File: config.mk
export PLATFORM = sky130hd
export DESIGN_NAME = adc_scan_seq
export DESIGN_NICKNAME = d
export VERILOG_FILES = /design/src/rtl/adc_seq_pkg.sv /design/src/rtl/adc_chan_pick.sv /design/src/rtl/adc_trig_sync.sv /design/src/rtl/adc_result_ram.sv /design/src/rtl/adc_scan_seq.sv
export SDC_FILE = /design/constraint.sdc
export NUM_CORES = 1
export LEC_CHECK = 0
export ABC_CLOCK_PERIOD_IN_PS = 2300
export CAP_MARGIN = 5
export CORE_MARGIN = 1
export CORE_UTILIZATION = 45
export DETAILED_ROUTE_END_ITERATION = 12
export DONT_BUFFER_PORTS = 1
export SKIP_LAST_GASP = 1
export SLEW_MARGIN = 30
export SYNTH_ARGS = -nofsm -noshare
export SYNTH_HDL_FRONTEND = slang
export SYNTH_HIERARCHICAL = 1
export SYNTH_SLANG_ARGS = --single-unit
File: constraint.sdc
create_clock -name clk -period 2.3 [get_ports clk]
set_input_delay 0.23 -clock clk [delete_from_list [all_inputs] [get_ports clk]]
set_output_delay 0.23 -clock clk [all_outputs]
set_load 0.01 [all_outputs]
File: src/rtl/adc_seq_pkg.sv
package adc_seq_pkg;
  typedef enum logic [1:0] {
    S_IDLE = 2'd0,
    S_WAIT = 2'd1,
    S_BUSY = 2'd2
  } seq_st_e;

  localparam logic [1:0] MODE_SCAN = 2'd0;
  localparam logic [1:0] MODE_DUAL = 2'd1;
  localparam logic [1:0] MODE_STEP = 2'd2;
  localparam logic [1:0] SRC_IMM   = 2'd0;
  localparam logic [1:0] SRC_TMR   = 2'd1;

  localparam logic [1:0] A_CTRL = 2'd0;
  localparam logic [1:0] A_MASK = 2'd1;
  localparam logic [1:0] A_PAIR = 2'd2;
  localparam logic [1:0] A_ACK  = 2'd3;
endpackage

File: src/rtl/adc_chan_pick.sv
module adc_chan_pick #(
  parameter int NCH  = 8,
  parameter int CH_W = $clog2(NCH)
) (
  input  logic [NCH-1:0]  mask,
  input  logic [CH_W-1:0] cur,
  output logic [CH_W-1:0] first_ch,
  output logic [CH_W-1:0] next_ch,
  output logic            wraps,
  output logic            any
);
  logic found_up;
  logic [CH_W-1:0] up_ch;

  always_comb begin
    first_ch = '0;
    up_ch    = '0;
    found_up = 1'b0;
    for (int i = NCH - 1; i >= 0; i--) begin
      if (mask[i]) begin
        first_ch = CH_W'(i);
        if (i > int'(cur)) begin
          up_ch    = CH_W'(i);
          found_up = 1'b1;
        end
      end
    end
  end

  assign any     = |mask;
  assign wraps   = !found_up;
  assign next_ch = found_up ? up_ch : first_ch;
endmodule

File: src/rtl/adc_trig_sync.sv
module adc_trig_sync #(
  parameter int SYNC = 2
) (
  input  logic clk,
  input  logic rst,
  input  logic pin,
  input  logic fall_sel,
  output logic edge_hit
);
  logic [SYNC:0] sh;

  always_ff @(posedge clk) begin
    if (rst) sh <= '0;
    else     sh <= {sh[SYNC-1:0], pin};
  end

  assign edge_hit = fall_sel ? (!sh[SYNC-1] && sh[SYNC])
                             : (sh[SYNC-1] && !sh[SYNC]);
endmodule

File: src/rtl/adc_result_ram.sv
module adc_result_ram #(
  parameter int DEPTH = 8,
  parameter int W     = 10,
  parameter int AW    = $clog2(DEPTH)
) (
  input  logic          clk,
  input  logic          we,
  input  logic [AW-1:0] waddr,
  input  logic [W-1:0]  wdata,
  input  logic [AW-1:0] raddr,
  output logic [W-1:0]  rdata
);
  logic [W-1:0] mem [DEPTH];

  always_ff @(posedge clk) begin
    if (we) mem[waddr] <= wdata;
    rdata <= mem[raddr];
  end
endmodule

File: src/rtl/adc_scan_seq.sv
module adc_scan_seq
  import adc_seq_pkg::*;
#(
  parameter int NCH         = 8,
  parameter int RES_W       = 10,
  parameter int NSLOT       = 8,
  parameter int SYNC_STAGES = 2,
  parameter int CH_W        = $clog2(NCH),
  parameter int SLOT_W      = $clog2(NSLOT)
) (
  input  logic              clk,
  input  logic              rst,
  input  logic              cfg_we,
  input  logic [1:0]        cfg_addr,
  input  logic [7:0]        cfg_wdata,
  input  logic              tmr_ovf,
  input  logic              trig_pin,
  output logic              conv_start,
  output logic [CH_W-1:0]   conv_chan,
  input  logic              conv_done,
  input  logic [RES_W-1:0]  conv_result,
  input  logic [SLOT_W-1:0] rd_slot,
  output logic [RES_W-1:0]  rd_data,
  output logic              irq,
  output logic              busy
);
  seq_st_e st_q;
  logic [1:0]        mode_q, src_q;
  logic              pol_q, grp8_q;
  logic [NCH-1:0]    mask_q;
  logic [CH_W-1:0]   cha_q, chb_q, cur_q, chan_q;
  logic [SLOT_W-1:0] slot_q;
  logic              selb_q, stop_q, start_q, irq_q;

  logic wr_ctrl, run_set, run_clr, ack, edge_hit, trig, first_ok, done_ok, set_irq;
  logic [1:0] src_eff, mode_eff;
  logic [CH_W-1:0] first_ch, next_ch, arm_ch, next_launch, launch;
  logic wraps, any_sel;

  adc_chan_pick #(.NCH(NCH), .CH_W(CH_W)) u_pick (
    .mask(mask_q), .cur(cur_q), .first_ch(first_ch),
    .next_ch(next_ch), .wraps(wraps), .any(any_sel)
  );

  adc_trig_sync #(.SYNC(SYNC_STAGES)) u_sync (
    .clk(clk), .rst(rst), .pin(trig_pin), .fall_sel(pol_q), .edge_hit(edge_hit)
  );

  adc_result_ram #(.DEPTH(NSLOT), .W(RES_W), .AW(SLOT_W)) u_ram (
    .clk(clk), .we(done_ok), .waddr(slot_q), .wdata(conv_result),
    .raddr(rd_slot), .rdata(rd_data)
  );

  assign wr_ctrl  = cfg_we && (cfg_addr == A_CTRL);
  assign run_set  = wr_ctrl && cfg_wdata[6];
  assign run_clr  = wr_ctrl && !cfg_wdata[6];
  assign ack      = cfg_we && (cfg_addr == A_ACK) && cfg_wdata[0];
  assign src_eff  = wr_ctrl ? cfg_wdata[3:2] : src_q;
  assign mode_eff = wr_ctrl ? cfg_wdata[1:0] : mode_q;
  assign trig     = (src_eff == SRC_IMM) ? run_set :
                    (src_eff == SRC_TMR) ? tmr_ovf : edge_hit;
  assign first_ok = (mode_eff == MODE_DUAL) || any_sel;
  assign arm_ch   = (mode_eff == MODE_DUAL) ? cha_q : first_ch;
  assign launch   = (mode_q == MODE_DUAL) ? (selb_q ? chb_q : cha_q) : cur_q;
  assign next_launch = (mode_q == MODE_DUAL) ? (selb_q ? cha_q : chb_q) : next_ch;
  assign done_ok  = (st_q == S_BUSY) && conv_done;

  always_comb begin
    set_irq = 1'b0;
    if (done_ok) begin
      case (mode_q)
        MODE_DUAL: set_irq = (slot_q[1:0] == 2'b11) && (!grp8_q || slot_q[2]);
        MODE_STEP: set_irq = 1'b1;
        default:   set_irq = wraps;
      endcase
    end
  end

  // configuration registers
  always_ff @(posedge clk) begin
    if (rst) begin
      mode_q <= MODE_SCAN; src_q <= SRC_IMM; pol_q <= 1'b0; grp8_q <= 1'b0;
      mask_q <= '0; cha_q <= '0; chb_q <= '0;
    end else if (cfg_we) begin
      case (cfg_addr)
        A_CTRL: begin
          mode_q <= cfg_wdata[1:0]; src_q <= cfg_wdata[3:2];
          pol_q  <= cfg_wdata[4];   grp8_q <= cfg_wdata[5];
        end
        A_MASK:  mask_q <= cfg_wdata[NCH-1:0];
        A_PAIR: begin
          cha_q <= cfg_wdata[CH_W-1:0];
          chb_q <= cfg_wdata[4+CH_W-1:4];
        end
        default: ;
      endcase
    end
  end

  // sequencing state machine
  always_ff @(posedge clk) begin
    if (rst) begin
      st_q <= S_IDLE; cur_q <= '0; chan_q <= '0; slot_q <= '0;
      selb_q <= 1'b0; stop_q <= 1'b0; start_q <= 1'b0; irq_q <= 1'b0;
    end else begin
      start_q <= 1'b0;
      irq_q   <= set_irq ? 1'b1 : (ack ? 1'b0 : irq_q);
      case (st_q)
        S_IDLE: if (run_set && first_ok) begin
          slot_q <= '0; selb_q <= 1'b0; stop_q <= 1'b0; cur_q <= arm_ch;
          if (src_eff == SRC_IMM) begin
            st_q <= S_BUSY; start_q <= 1'b1; chan_q <= arm_ch;
          end else begin
            st_q <= S_WAIT;
          end
        end
        S_WAIT: begin
          if (run_clr) st_q <= S_IDLE;
          else if (trig) begin
            st_q <= S_BUSY; start_q <= 1'b1; chan_q <= launch;
          end
        end
        S_BUSY: begin
          if (run_clr) stop_q <= 1'b1;
          if (conv_done) begin
            slot_q <= slot_q + 1'b1;
            if (mode_q == MODE_DUAL) selb_q <= !selb_q;
            else                     cur_q  <= next_ch;
            if (stop_q || run_clr) begin
              st_q <= S_IDLE; stop_q <= 1'b0;
            end else if (mode_q == MODE_STEP) begin
              st_q <= S_WAIT;
            end else begin
              start_q <= 1'b1; chan_q <= next_launch;
            end
          end
        end
        default: st_q <= S_IDLE;
      endcase
    end
  end

  assign conv_start = start_q;
  assign conv_chan  = chan_q;
  assign irq        = irq_q;
  assign busy       = (st_q == S_BUSY);
endmodule

After elaboration in Yosys (flattened, before gate mapping):

Memories as Yosys holds them, arrays and structs flattened. A register that Yosys moved wholly into a read port is not among the register bits.
Cells that the tools add are included.
Widths: inputs -> output; s select.

* add/sub/neg operators: 1
* magnitude comparators: 7
* equal/unequal tests: 21
* multiplexer cells: 92
* reduce and logical (&&, ||, !) cells: 35

Operators by type and width (number)
* $mux 3: 40
* $mux 1: 35
* $mux 2: 9
* $ne 2x2->1 const B: 8
* $gt 3x3->1 const A: 4
* $pmux 3 s2: 2
* $reduce_and 4->1: 3
* $eq 2x1->1 const B: 5
* $eq 2x2->1 const B: 5
* $logic_and 1x1->1: 10
* $pmux 3 s3: 1
* $reduce_and 2->1: 4
* $reduce_and 8->1: 1
* $reduce_or 8->1: 1
* $gt 2x3->1 const A: 2
* $logic_not 1->1: 6
* $logic_not 2->1: 3
* $pmux 1 s2: 3
* $pmux 2 s3: 1
* $reduce_bool 2->1: 2
* $add 3x1->3 const B: 1
* $gt 1x3->1 const A: 1
* $logic_or 1x1->1: 3
* $ne 3x1->1 const B: 1
* other kinds (5): 5

* register bits: 38
* RAM bits: 80
* input bits: 29
* output and inout bits: 16
* logic and storage cells: 173
* memories: 1

Memories
* u_ram.mem: words 8, bits a word 10, read ports 1, clocked after memory_dff 1, write ports 1, RTL line adc_result_ram.sv:13 `logic [W-1:0] mem [DEPTH];`

Logic depth before layout (Yosys ltp):

Gate-level depths: netlist of run 1.

* word-level depth: 21
* mapped depth: 9

Cells and area by module:

Netlist of run 1, hierarchy kept.

By module, submodules not included
* adc_result_ram: times used 1, cells an instance 138, area each 3333.2 um^2
* adc_scan_seq: times used 1, cells an instance 222, area each 2013.2 um^2
* adc_chan_pick: times used 1, cells an instance 49, area each 302.8 um^2
* adc_trig_sync: times used 1, cells an instance 9, area each 101.3 um^2

Least setup slack after synthesis of run 1:

OpenSTA, ideal clock, no wires.

* path type: reg2reg
* start: register st_q[0]
* end: memory u_ram.mem[0][0] (enable)
* library setup time: 390 ps
* arrival time: 2165 ps
* required time: 1910 ps
* setup slack: -255 ps
* cell stages (with the launch flop): 9
* path through: dfxtp_1 -> inv_1 -> ha_1 -> clkbuf_1 -> clkbuf_1 -> nand2_1 -> inv_1 -> nand2b_1 -> nor3_1

* word-level cells in the longest chain between the ends: 4

RTL lines
* start: declaration: RTL line adc_scan_seq.sv:27 `seq_st_e st_q;`
* start signal: assignment: RTL line adc_scan_seq.sv:103 `st_q <= S_IDLE; cur_q <= '0; chan_q <= '0; slot_q <= '0;`
* start signal: assignment: RTL line adc_scan_seq.sv:112 `st_q <= S_BUSY; start_q <= 1'b1; chan_q <= arm_ch;`
* start signal: assignment: RTL line adc_scan_seq.sv:114 `st_q <= S_WAIT;`
* $eq 2x2->1
* via busy: RTL line adc_scan_seq.sv:25 `output logic busy`
* $logic_and 1x1->1: RTL line adc_scan_seq.sv:66 `assign done_ok = (st_q == S_BUSY) && conv_done;`
* via done_ok: RTL line adc_scan_seq.sv:35 `logic wr_ctrl, run_set, run_clr, ack, edge_hit, trig, first_ok, done_ok, set_irq;`
* $mux 1: RTL line adc_result_ram.sv:16 `if (we) mem[waddr] <= wdata;`
* $mux 1 (implied by the code): RTL line adc_result_ram.sv:16
* end: declaration: RTL line adc_result_ram.sv:13

The timed path passes the listed nets, and every way through them passes these cells.

Worst setup path in the final report of run 1:

* start: register st_q[0]
* end: register st_q[1]

* word-level cells in the longest chain between the ends: 3
* elaborated cells between the ends (all ways): 9
* classes of those cells: eq/ne (6); mux (1); reduce/logical (2)

RTL lines
* $eq 2x1->1 (tied with other cells): RTL line adc_scan_seq.sv:108 `case (st_q)`
* $ne 3x3->1 (no line) (tied with other cells)
* $reduce_and 4->1 (no line)

Several ways; a longest one is shown, not always the timed one.
A chain may end at the register's enable or synchronous reset.

==> out/results.ini, run 1 <==
[cells_and_area]
fin_util_pct=56.15
drive_above_1_share_pct=18.90
layout.nets=494
final_design_area_no_fill_um2=6857
areaGrowthSynthToFinish_pct=19.23

[power]
power_mw=5.677
power_density_nw_per_um2=828.0
max-vdd-ir-drop_mv=0.6463
power.leakage_nw=2.488

[critical_path]
crit_path_max_fanout=6
r2r_setup_slack_ns=0.09
cp-endpoint=st_q[1]
crit_arrival_ns=2.56
crit-reg2reg-launch=st_q[0]
worst_r2r_path_depth=7
startpoint=st_q[0]
crit_path_end_kind=flop
start_kind=flop
cp.required_ns=2.65
path_class=flop to flop
regToRegEndpoint=st_q[1]

[timing]
worst_pin_slew_ns=0.6091
fin_crit_sh_pct=96.03
drv_slew=0
hold_viol_final=0
max_freq_ghz=0.4528
max-slew-margin-rel_pct=58.96
setup_viol=0
fin_skew_ns=0.008679
holdWs_ns=0.02803
period_needed_ns=2.209
rsz0062_at_grt=yes

[grt]
grtUsageTotal_pct=19.81
grt_first_pass_wirelength_mm=19.02
groute.layer.met2.usage_pct=30.24
antenna_found_initial=1
globalRoute.busiestLayer=met2
grt_use_met3_pct=5.746
grtUsageMet1_pct=27.40
grt_pass1_vias=3526
grt_remaining_overflow=0
grt_max_degree=31

[floorplanning]
start_util_pct=47.09
placeableCoreArea_um2=12210
die_x_um=115.0
die_area_um2=13240
ioPinCount=45
die_h_um=115.0
rows=40

[clock_tree]
clockRootBuffer=clkbuf_16
clk_path_buf_depth=2
cts_made_buffers=17
clkSinkCount=128
clk_latency_ns=0.41
htree_num_levels=4
cts_tree=yes
clk_pin_slew_worst_paths_ns=0.06

[yosys]
ys_seq_area_share_pct=58.49
synth-edff-count=80
synth_flop_cell=edfxtp_1
synthCells=418
synth-async-reset-ratio_pct=0
avgSynthCellArea_um2=13.76
yosys_warnings=6
postSynthNetCount=454
synth_area_um2=5751
ys_ff_latch=128
synth_cell_types=60

[route]
wire_per_inst_um=18.85
drt_wl_total_mm=12.07
drtAntennaViolNets=0
detail_route.first_pass.iterations=4
drt_iter0_drc=245
vias=3596
drc=0
viasPerCell=5.619

[min_path]
min-delay-path-class=input pin to flop

[flow_run]
maxCapViolations=0

[placed_design]
hpwlAfterDp_mm=7.635
gp_congestion=0.8275
port_buffers=0
dpl_cell_area_um2=5997

[outcome]
outcome=completed

[cell families (layout without fill, tap and decap cells)]
kind of cell | after synthesis | count (layout) | synth area share (%)
AOI/OAI and AO/OA | 83 | 83 | 11.10
adders and majority gates | 7 | 7 | 1.523
xor gates and xnor gates | 1 | 1 | 0.1523
other | 0 | 1 | 0
DFF | 128 | 128 | 58.49
muxes | 56 | 56 | 15.80
buffers and inverters | 33 | 86 | 2.676
and+or+nand+nor | 110 | 110 | 10.27
[cell usage after synthesis (4+ instances only)]
master	n	area [um2]
o21ba_2	4	40.04
nand2b_1	9	56.30
a221oi_1	7	61.31
a21oi_1	11	55.05
nand2_1	15	56.30
dfxtp_1	48	960.9
nor2b_1	13	81.33
a22oi_1	5	37.54
nor3_1	4	20.02
nand3_1	4	20.02
a211oi_1	5	37.54
ha_1	7	87.58
mux2i_1	21	210.2
o21ai_0	15	75.07
edfxtp_1	80	2402
nor2_1	45	168.9
mux2_2	14	157.7
mux4_1	20	525.5
inv_1	13	48.80
clkbuf_1	11	41.29
[per-layer routing]
layer	routed length, um	part of all wire (%)	vias up
met4	112	0.93	2
met5	11	0.091	-
li1	-	-	1713
met3	548	4.5	12
met2	5575	46	74
met1	5817	48	1795
[cells in the final DEF, fill, tap and decap left out, types with 4 or more instances in the layout]
master and count:
nand3_1 4, a221oi_1 7, o21ai_0 15, clkinvlp_4 5
dlygate4sd3_1 20, a211oi_1 5, nor2_1 45, mux2i_1 21
edfxtp_1 80, a21oi_1 11, nor2b_1 13, dfxtp_1 46
o21ba_2 4, ha_1 7, clkbuf_16 17, inv_6 5
nand2b_1 9, inv_1 13, mux4_1 20, nand2_1 15
mux2_2 14, a22oi_1 5, buf_4 19
[power breakdown]
group	total (mW)	internal, mW	switching [mW]
clock	2.75	1.71	1.03
combinational	0.411	0.198	0.212
sequential	2.52	2.48	0.0399
[worst min-delay path by stage]
stage / from / to / cells past startpoint
after global placement: rst / st_q[0] / 1
after global routing: rst / slot_q[2] / 2
final: rst / slot_q[2] / 2
after CTS: rst / selb_q / 3
after floorplan: rst / u_sync/sh[0] / 1
after detailed placement: rst / u_sync/sh[1] / 1
[timing repair]
item | 4_1_cts | 5_1_grt
buffers inserted | 0 | 2
resized for setup | 2 | 2
pin swaps | 0 | 1
setup endpoints to repair | 1 | 5
hold buffers | 21 | 0
endpoints found under the hold margin | 120 | 0
[cell type report]
type,instances,area (um2)
diodes,1,2.502
clock buffers,17,425.4
clock inverters,15,181.4
fillers,1023,5355
inverters,14,52.55
multi-input cells,257,2256
flip-flops and latches,128,3366
well taps,168,210.2
repair buffers,40,362.8
[registers in the layout (all words and copies together) (netlist names), 3 cells and up]
register     count
slot_q           3
u_ram/mem       80
cur_q            3
chb_q            3
u_ram/rdata     10
u_sync/sh        3
mask_q           8
conv_chan        3
cha_q            3
[metrics by stage]
step	instances	worst slack [ns]	setup TNS (ns)
after floorplan	418	0.01045	0
after global placement	584	0.1217	0
after detailed placement	584	0.002460	0
after CTS	637	0.08917	0
after global routing	639	-0.02083	-0.04105
final	640	0.09131	0
[critical path, stage by stage, from the launching register on]
cell and delay (ns):
dfxtp_1 0.37, inv_1 0.08, ha_1 0.23, buf_4 0.16, a221oi_4 0.40, o311ai_2 0.22, or4_1 0.53, a21oi_1 0.15
No activity file was read; power rests on OpenSTA's default activity.
==> run 2, diff against run 1 <==
--- a/config.mk
+++ b/config.mk
@@ -11,6 +11,7 @@
 export CORE_UTILIZATION = 45
 export DETAILED_ROUTE_END_ITERATION = 12
 export DONT_BUFFER_PORTS = 1
+export RECOVER_POWER = 100
 export SKIP_LAST_GASP = 1
 export SLEW_MARGIN = 30
 export SYNTH_ARGS = -nofsm -noshare
==> out/results.ini, run 2 (synthesized netlist as in run 1, its figures left out) <==
[critical_path]
start_kind=flop  ; unchanged
crit_path_cell_trace=inv_1 -> ha_1 -> buf_4 -> a221oi_4 -> o311ai_2 -> or4_1 -> a21oi_1  ; unchanged
startpoint=st_q[0]  ; unchanged
cp_slowest_stage_delay_ns=0.53  ; about the same
r2r_setup_slack_ns=0.1  ; was 0.09 ns
slowest_stage=or4_1  ; unchanged
crit_path_end_kind=flop  ; unchanged
path_class=flop to flop  ; unchanged
crit-reg2reg-launch=st_q[0]  ; unchanged
cp.required_ns=2.65  ; about the same
crit_path_max_fanout=6  ; unchanged
crit_arrival_ns=2.55  ; was 2.56 ns

[route]
detail_route.first_pass.iterations=5  ; was 4
drc=0  ; unchanged
drt_iter0_drc=288  ; was 245
viasPerCell=5.608  ; was 5.619
wire_per_inst_um=18.83  ; was 18.85 um
drt_wl_total_mm=12.05  ; was 12.07 mm
drtAntennaViolNets=0  ; unchanged
vias=3589  ; was 3596

[power]
power_density_nw_per_um2=831.7  ; was 828.0 nW/um2
power_mw=5.671  ; was 5.677 mW
max-vdd-ir-drop_mv=0.6476  ; was 0.6463 mV
power.leakage_nw=2.462  ; was 2.488 nW

[placed_design]
hpwlAfterDp_mm=7.635  ; unchanged
dpl_cell_area_um2=5997  ; unchanged
port_buffers=0  ; unchanged
place_inst=584  ; unchanged
gp_congestion=0.8275  ; unchanged

[cells_and_area]
layout.nets=494  ; unchanged
drive_above_1_share_pct=17.62  ; was 18.90%
areaGrowthSynthToFinish_pct=18.58  ; was 19.23%
mostFrequentLayoutCells=80 x edfxtp_1, 46 x dfxtp_1, 45 x nor2_1  ; unchanged
final_common_cell=edfxtp_1  ; unchanged
largest_reg_flops=80  ; unchanged
final_design_area_no_fill_um2=6819  ; was 6857 um2
top_regs=u_ram/mem: 80 flops, u_ram/rdata: 10 flops, mask_q: 8 flops  ; unchanged
finalNonFillerCells=640  ; unchanged
largest-register=u_ram/mem  ; unchanged
nFillCells=1034  ; was 1023

[floorplanning]
rows=40  ; unchanged
ioPinCount=45  ; unchanged
die_area_um2=13240  ; unchanged
die_h_um=115.0  ; unchanged
start_util_pct=47.09  ; unchanged
placeableCoreArea_um2=12210  ; unchanged
die_x_um=115.0  ; unchanged

[timing]
max_freq_ghz=0.4538  ; was 0.4528 GHz
hold_viol_final=0  ; unchanged
setup_viol=0  ; unchanged
rsz0062_at_grt=yes  ; unchanged
fin_crit_sh_pct=95.82  ; was 96.03%
drv_slew=0  ; unchanged
max-slew-margin-rel_pct=59.54  ; was 58.96%
worst_pin_slew_ns=0.6006  ; was 0.6091 ns
period_needed_ns=2.204  ; was 2.209 ns
fin_skew_ns=0.009992  ; was 0.008679 ns

[grt]
grt_remaining_overflow=0  ; unchanged
grt_pass1_vias=3526  ; unchanged
grt_first_pass_wirelength_mm=19.02  ; unchanged
grtUsageTotal_pct=19.81  ; unchanged
antenna_found_initial=1  ; unchanged
grt_max_degree=31  ; unchanged

[clock_tree]
clk_pin_slew_worst_paths_ns=0.06  ; about the same
cts_tree=yes  ; unchanged
clk_latency_ns=0.41  ; about the same
htree_num_levels=4  ; unchanged
clkSinkCount=128  ; unchanged
clk_path_buf_depth=2  ; unchanged
clockRootBuffer=clkbuf_16  ; unchanged
cts_made_buffers=17  ; unchanged

[min_path]
hold_start=rst  ; unchanged
min-delay-path-class=input pin to flop  ; unchanged

[outcome]
outcome=completed  ; unchanged

[flow_run]
maxCapViolations=0  ; unchanged

## run 2: cell count changes in the layout (fill, tap and decap cells not counted), sizes merged
cell / delta
buf: -10
clkbuf: +10
## run 2: report_power, final
part / leakage (nW) / total [mW] / internal, mW / switching [mW]
logic: 1.07 / 0.406 / 0.195 / 0.212
registers: 1.11 / 2.52 / 2.48 / 0.0399
clock network: 0.283 / 2.74 / 1.71 / 1.03
total: 2.46 / 5.67 / 4.39 / 1.28
## run 2: final cells by class
type	count	area, um2	area share (%)
tap	168	210.2	3.083
sequential	128	3366	49.36
clock inverter	15	181.4	2.661
multi-input combinational	257	2246	32.94
inverter	14	52.55	0.7706
clock buffer	17	425.4	6.239
antenna	1	2.502	0.03670
timing repair buffer	40	335.3	4.917
## run 2: what timing repair did
item	4_1_cts	5_1_grt
hold buffers	21	0
hold endpoints to repair	120	0
setup endpoints to repair	1	5
setup buffers	0	2
pin swaps	0	1
gates resized for setup	2	2
## run 2: layer usage
metal / vias up / global-route usage (%) / wire [um]
met5: - / 0 / 11
met4: 2 / 6.234 / 91
met3: 11 / 5.746 / 565
met2: 75 / 30.24 / 5597
met1: 1794 / 27.40 / 5786
li1: 1707 / - / -
## run 2: worst paths after layout
path                       end  cells past startpoint
setup / recovery       st_q[1]                      7
hold / removal       slot_q[2]                      2
hold reg to reg   u_sync/sh[1]                      1
setup reg to reg       st_q[1]                      7
## run 2: critical path: cells and delay by family (launching register included)
kind / cells / cell delay, ns
buf+inv: 2 / 0.24
simple gates: 1 / 0.53
flops: 1 / 0.37
compound gates: 3 / 0.76
fa+ha+maj: 1 / 0.23
## run 2: metrics by stage
stage	hold WS [ns]	TNS (ns)	util, %	setup WS [ns]
2_1_floorplan	0.3016	0	-	0.01045
3_3_place_gp	0.3053	0	49.11	0.1217
3_5_place_dp	0.3074	0	49.11	0.002460
4_1_cts	0.009108	0	55.90	0.08917
5_1_grt	0.02332	-0.04105	55.82	-0.02083
6_report	0.02645	0	55.84	0.09616
==> run 3, diff against run 2 <==
--- a/config.mk
+++ b/config.mk
@@ -5,7 +5,7 @@
 export SDC_FILE = /design/constraint.sdc
 export NUM_CORES = 1
 export LEC_CHECK = 0
-export ABC_CLOCK_PERIOD_IN_PS = 2300
+export ABC_CLOCK_PERIOD_IN_PS = 2800
 export CAP_MARGIN = 5
 export CORE_MARGIN = 1
 export CORE_UTILIZATION = 45
==> constraint.sdc (replaced) <==
create_clock -name clk -period 2.8 [get_ports clk]
set_input_delay 0.28 -clock clk [delete_from_list [all_inputs] [get_ports clk]]
set_output_delay 0.28 -clock clk [all_outputs]
set_load 0.01 [all_outputs]
==> out/results.ini, run 3 (synthesized netlist as in run 1, its figures left out) <==
[critical_path]
slowest_stage=or4_1  ; unchanged
crit_path_end_kind=flop  ; unchanged
crit_path_cell_trace=inv_1 -> ha_1 -> nor2b_1 -> a221oi_4 -> nand4bb_1 -> or4_1 -> o211ai_1  ; was inv_1 -> ha_1 -> buf_4 -> a221oi_4 -> o311ai_2 -> or4_1 -> a21oi_1
start_kind=flop  ; unchanged
cp_num_buf_inv=1  ; was 2
path_class=flop to flop  ; unchanged
r2r_setup_slack_ns=0.42  ; was 0.1 ns
crit_path_max_fanout=9  ; was 6
cp_slowest_stage_delay_ns=0.53  ; about the same
cp.required_ns=3.14  ; was 2.65 ns
path_delay_family=simple AND/OR/NAND/NOR gates  ; was compound AO/OA/AOI/OAI gates
crit_arrival_ns=2.72  ; was 2.55 ns

[floorplanning]
rows=40  ; unchanged
die_area_um2=13240  ; unchanged
die_x_um=115.0  ; unchanged
start_util_pct=47.09  ; unchanged
ioPinCount=45  ; unchanged
placeableCoreArea_um2=12210  ; unchanged
die_h_um=115.0  ; unchanged

[power]
max-vdd-ir-drop_mv=0.4087  ; was 0.6476 mV
power_density_nw_per_um2=660.4  ; was 831.7 nW/um2
power.leakage_nw=2.333  ; was 2.462 nW

[clock_tree]
cts_resized=0  ; was 2
clk_path_buf_depth=2  ; unchanged
htree_num_levels=4  ; unchanged
cts_setup_buffers=0  ; unchanged
clkSinkCount=128  ; unchanged
cts_made_buffers=17  ; unchanged
clk_pin_slew_worst_paths_ns=0.06  ; about the same
clk_latency_ns=0.41  ; about the same
clockRootBuffer=clkbuf_16  ; unchanged
cts_tree=yes  ; unchanged

[timing]
worst_pin_slew_ns=1.392  ; was 0.6006 ns
period_needed_ns=2.383  ; was 2.204 ns
drv_slew=0  ; unchanged
fin_skew_ns=0.004199  ; was 0.009992 ns
setup_tns_ns=0  ; unchanged
max-slew-margin-rel_pct=7.207  ; was 59.54%
setup_viol=0  ; unchanged
max_freq_ghz=0.4196  ; was 0.4538 GHz
hold_viol_final=0  ; unchanged
fin_crit_sh_pct=85.11  ; was 95.82%
rsz0062_at_grt=no  ; was yes

[route]
drtAntennaViolNets=0  ; unchanged
wire_per_inst_um=19.05  ; was 18.83 um
viasPerCell=5.521  ; was 5.608
drt_iter0_drc=283  ; was 288
drt_wl_total_mm=11.89  ; was 12.05 mm
detail_route.first_pass.iterations=4  ; was 5
drc=0  ; unchanged
vias=3445  ; was 3589

[outcome]
outcome=completed  ; unchanged

[cells_and_area]
final_common_cell=edfxtp_1  ; unchanged
layout.nets=479  ; was 494
fin_util_pct=53.85  ; was 55.84%
largest_reg_flops=80  ; unchanged
areaGrowthSynthToFinish_pct=14.36  ; was 18.58%
mostFrequentLayoutCells=80 x edfxtp_1, 48 x dfxtp_1, 45 x nor2_1  ; was 80 x edfxtp_1, 46 x dfxtp_1, 45 x nor2_1
largest-register=u_ram/mem  ; unchanged
top_regs=u_ram/mem: 80 flops, u_ram/rdata: 10 flops, mask_q: 8 flops  ; unchanged
diodes=0  ; was 1
drive_above_1_share_pct=13.16  ; was 17.62%

[grt]
grtUsageTotal_pct=19.40  ; was 19.81%
grt_pass1_vias=3350  ; was 3526
antenna_found_initial=0  ; was 1
grt_remaining_overflow=0  ; unchanged
grt_max_degree=31  ; unchanged
grt_first_pass_wirelength_mm=18.31  ; was 19.02 mm

[placed_design]
gp_congestion=0.8490  ; was 0.8275
port_buffers=0  ; unchanged
hpwlAfterDp_mm=7.649  ; was 7.635 mm

[min_path]
min-delay-path-class=input pin to flop  ; unchanged

[flow_run]
maxCapViolations=0  ; unchanged

-- run 3: cell count changes in the layout (fill, tap and decap cells not counted), moves of 2 or more --
cell,before,now
clkbuf_1,2,9
clkinv_4,0,5
dfxtp_1,46,48
clkinv_1,1,3
clkbuf_2,8,0
clkinvlp_4,5,2
bufinv_16,3,0
dfxtp_2,2,0
dlygate4sd3_1,20,14
buf_4,9,2
-- run 3: where the power goes --
part           switching [mW]  internal, mW  total, mW
logic                   0.159         0.139      0.298
registers              0.0339          2.04       2.07
clock network           0.838          1.14       1.97
total                    1.03          3.31       4.34
-- run 3: per-stage QoR --
step           instances  instance area (um2)  power, mW  setup WS [ns]  hold WS (ns)
3_3_place_gp         577                 5934      2.367         0.6143        0.3552
6_report             624                 6576      4.343         0.4170       0.01376
4_1_cts              623                 6621      4.384         0.4681     0.0006768
3_5_place_dp         577                 5934      2.372         0.4896        0.3559
2_1_floorplan        418                 5751      2.337         0.2451        0.3516
5_1_grt              624                 6576      4.497         0.1472     0.0007052
-- run 3: final cells by class --
type | count | area [um2]
Fill cell | 1054 | 5635
Multi-Input combinational cell | 257 | 2225
Clock inverter | 15 | 111.4
Clock buffer | 17 | 425.4
Tap cell | 168 | 210.2
Timing Repair Buffer | 25 | 188.9
Sequential cell | 128 | 3363
Inverter | 14 | 52.55
-- run 3: worst paths after layout --
| check | from | endpoint | depth (start not counted) |
|---|---|---|---|
| worst max-delay path | st_q[0] | conv_chan[1] | 7 |
| worst max register to register | st_q[0] | conv_chan[1] | 7 |
| worst min register to register | u_sync/sh[0] | u_sync/sh[1] | 1 |
| worst min-delay path | cfg_wdata[4] | mask_q[4] | 2 |
-- run 3: metal layers --
layer  vias up  track usage [%]  share of wire [%]  routed length, um
met5         -                0                  0                  0
met3         9            6.326                5.9                700
met4         0            5.455               0.72                 86
met1      1685            26.91                 47               5567
li1       1679                -                  -                  -
met2        72            29.32                 47               5534
-- run 3: what timing repair did --
item	in CTS	in global routing
hold buffers	14	1
endpoints found under the hold margin	110	1
setup endpoints to repair	0	0
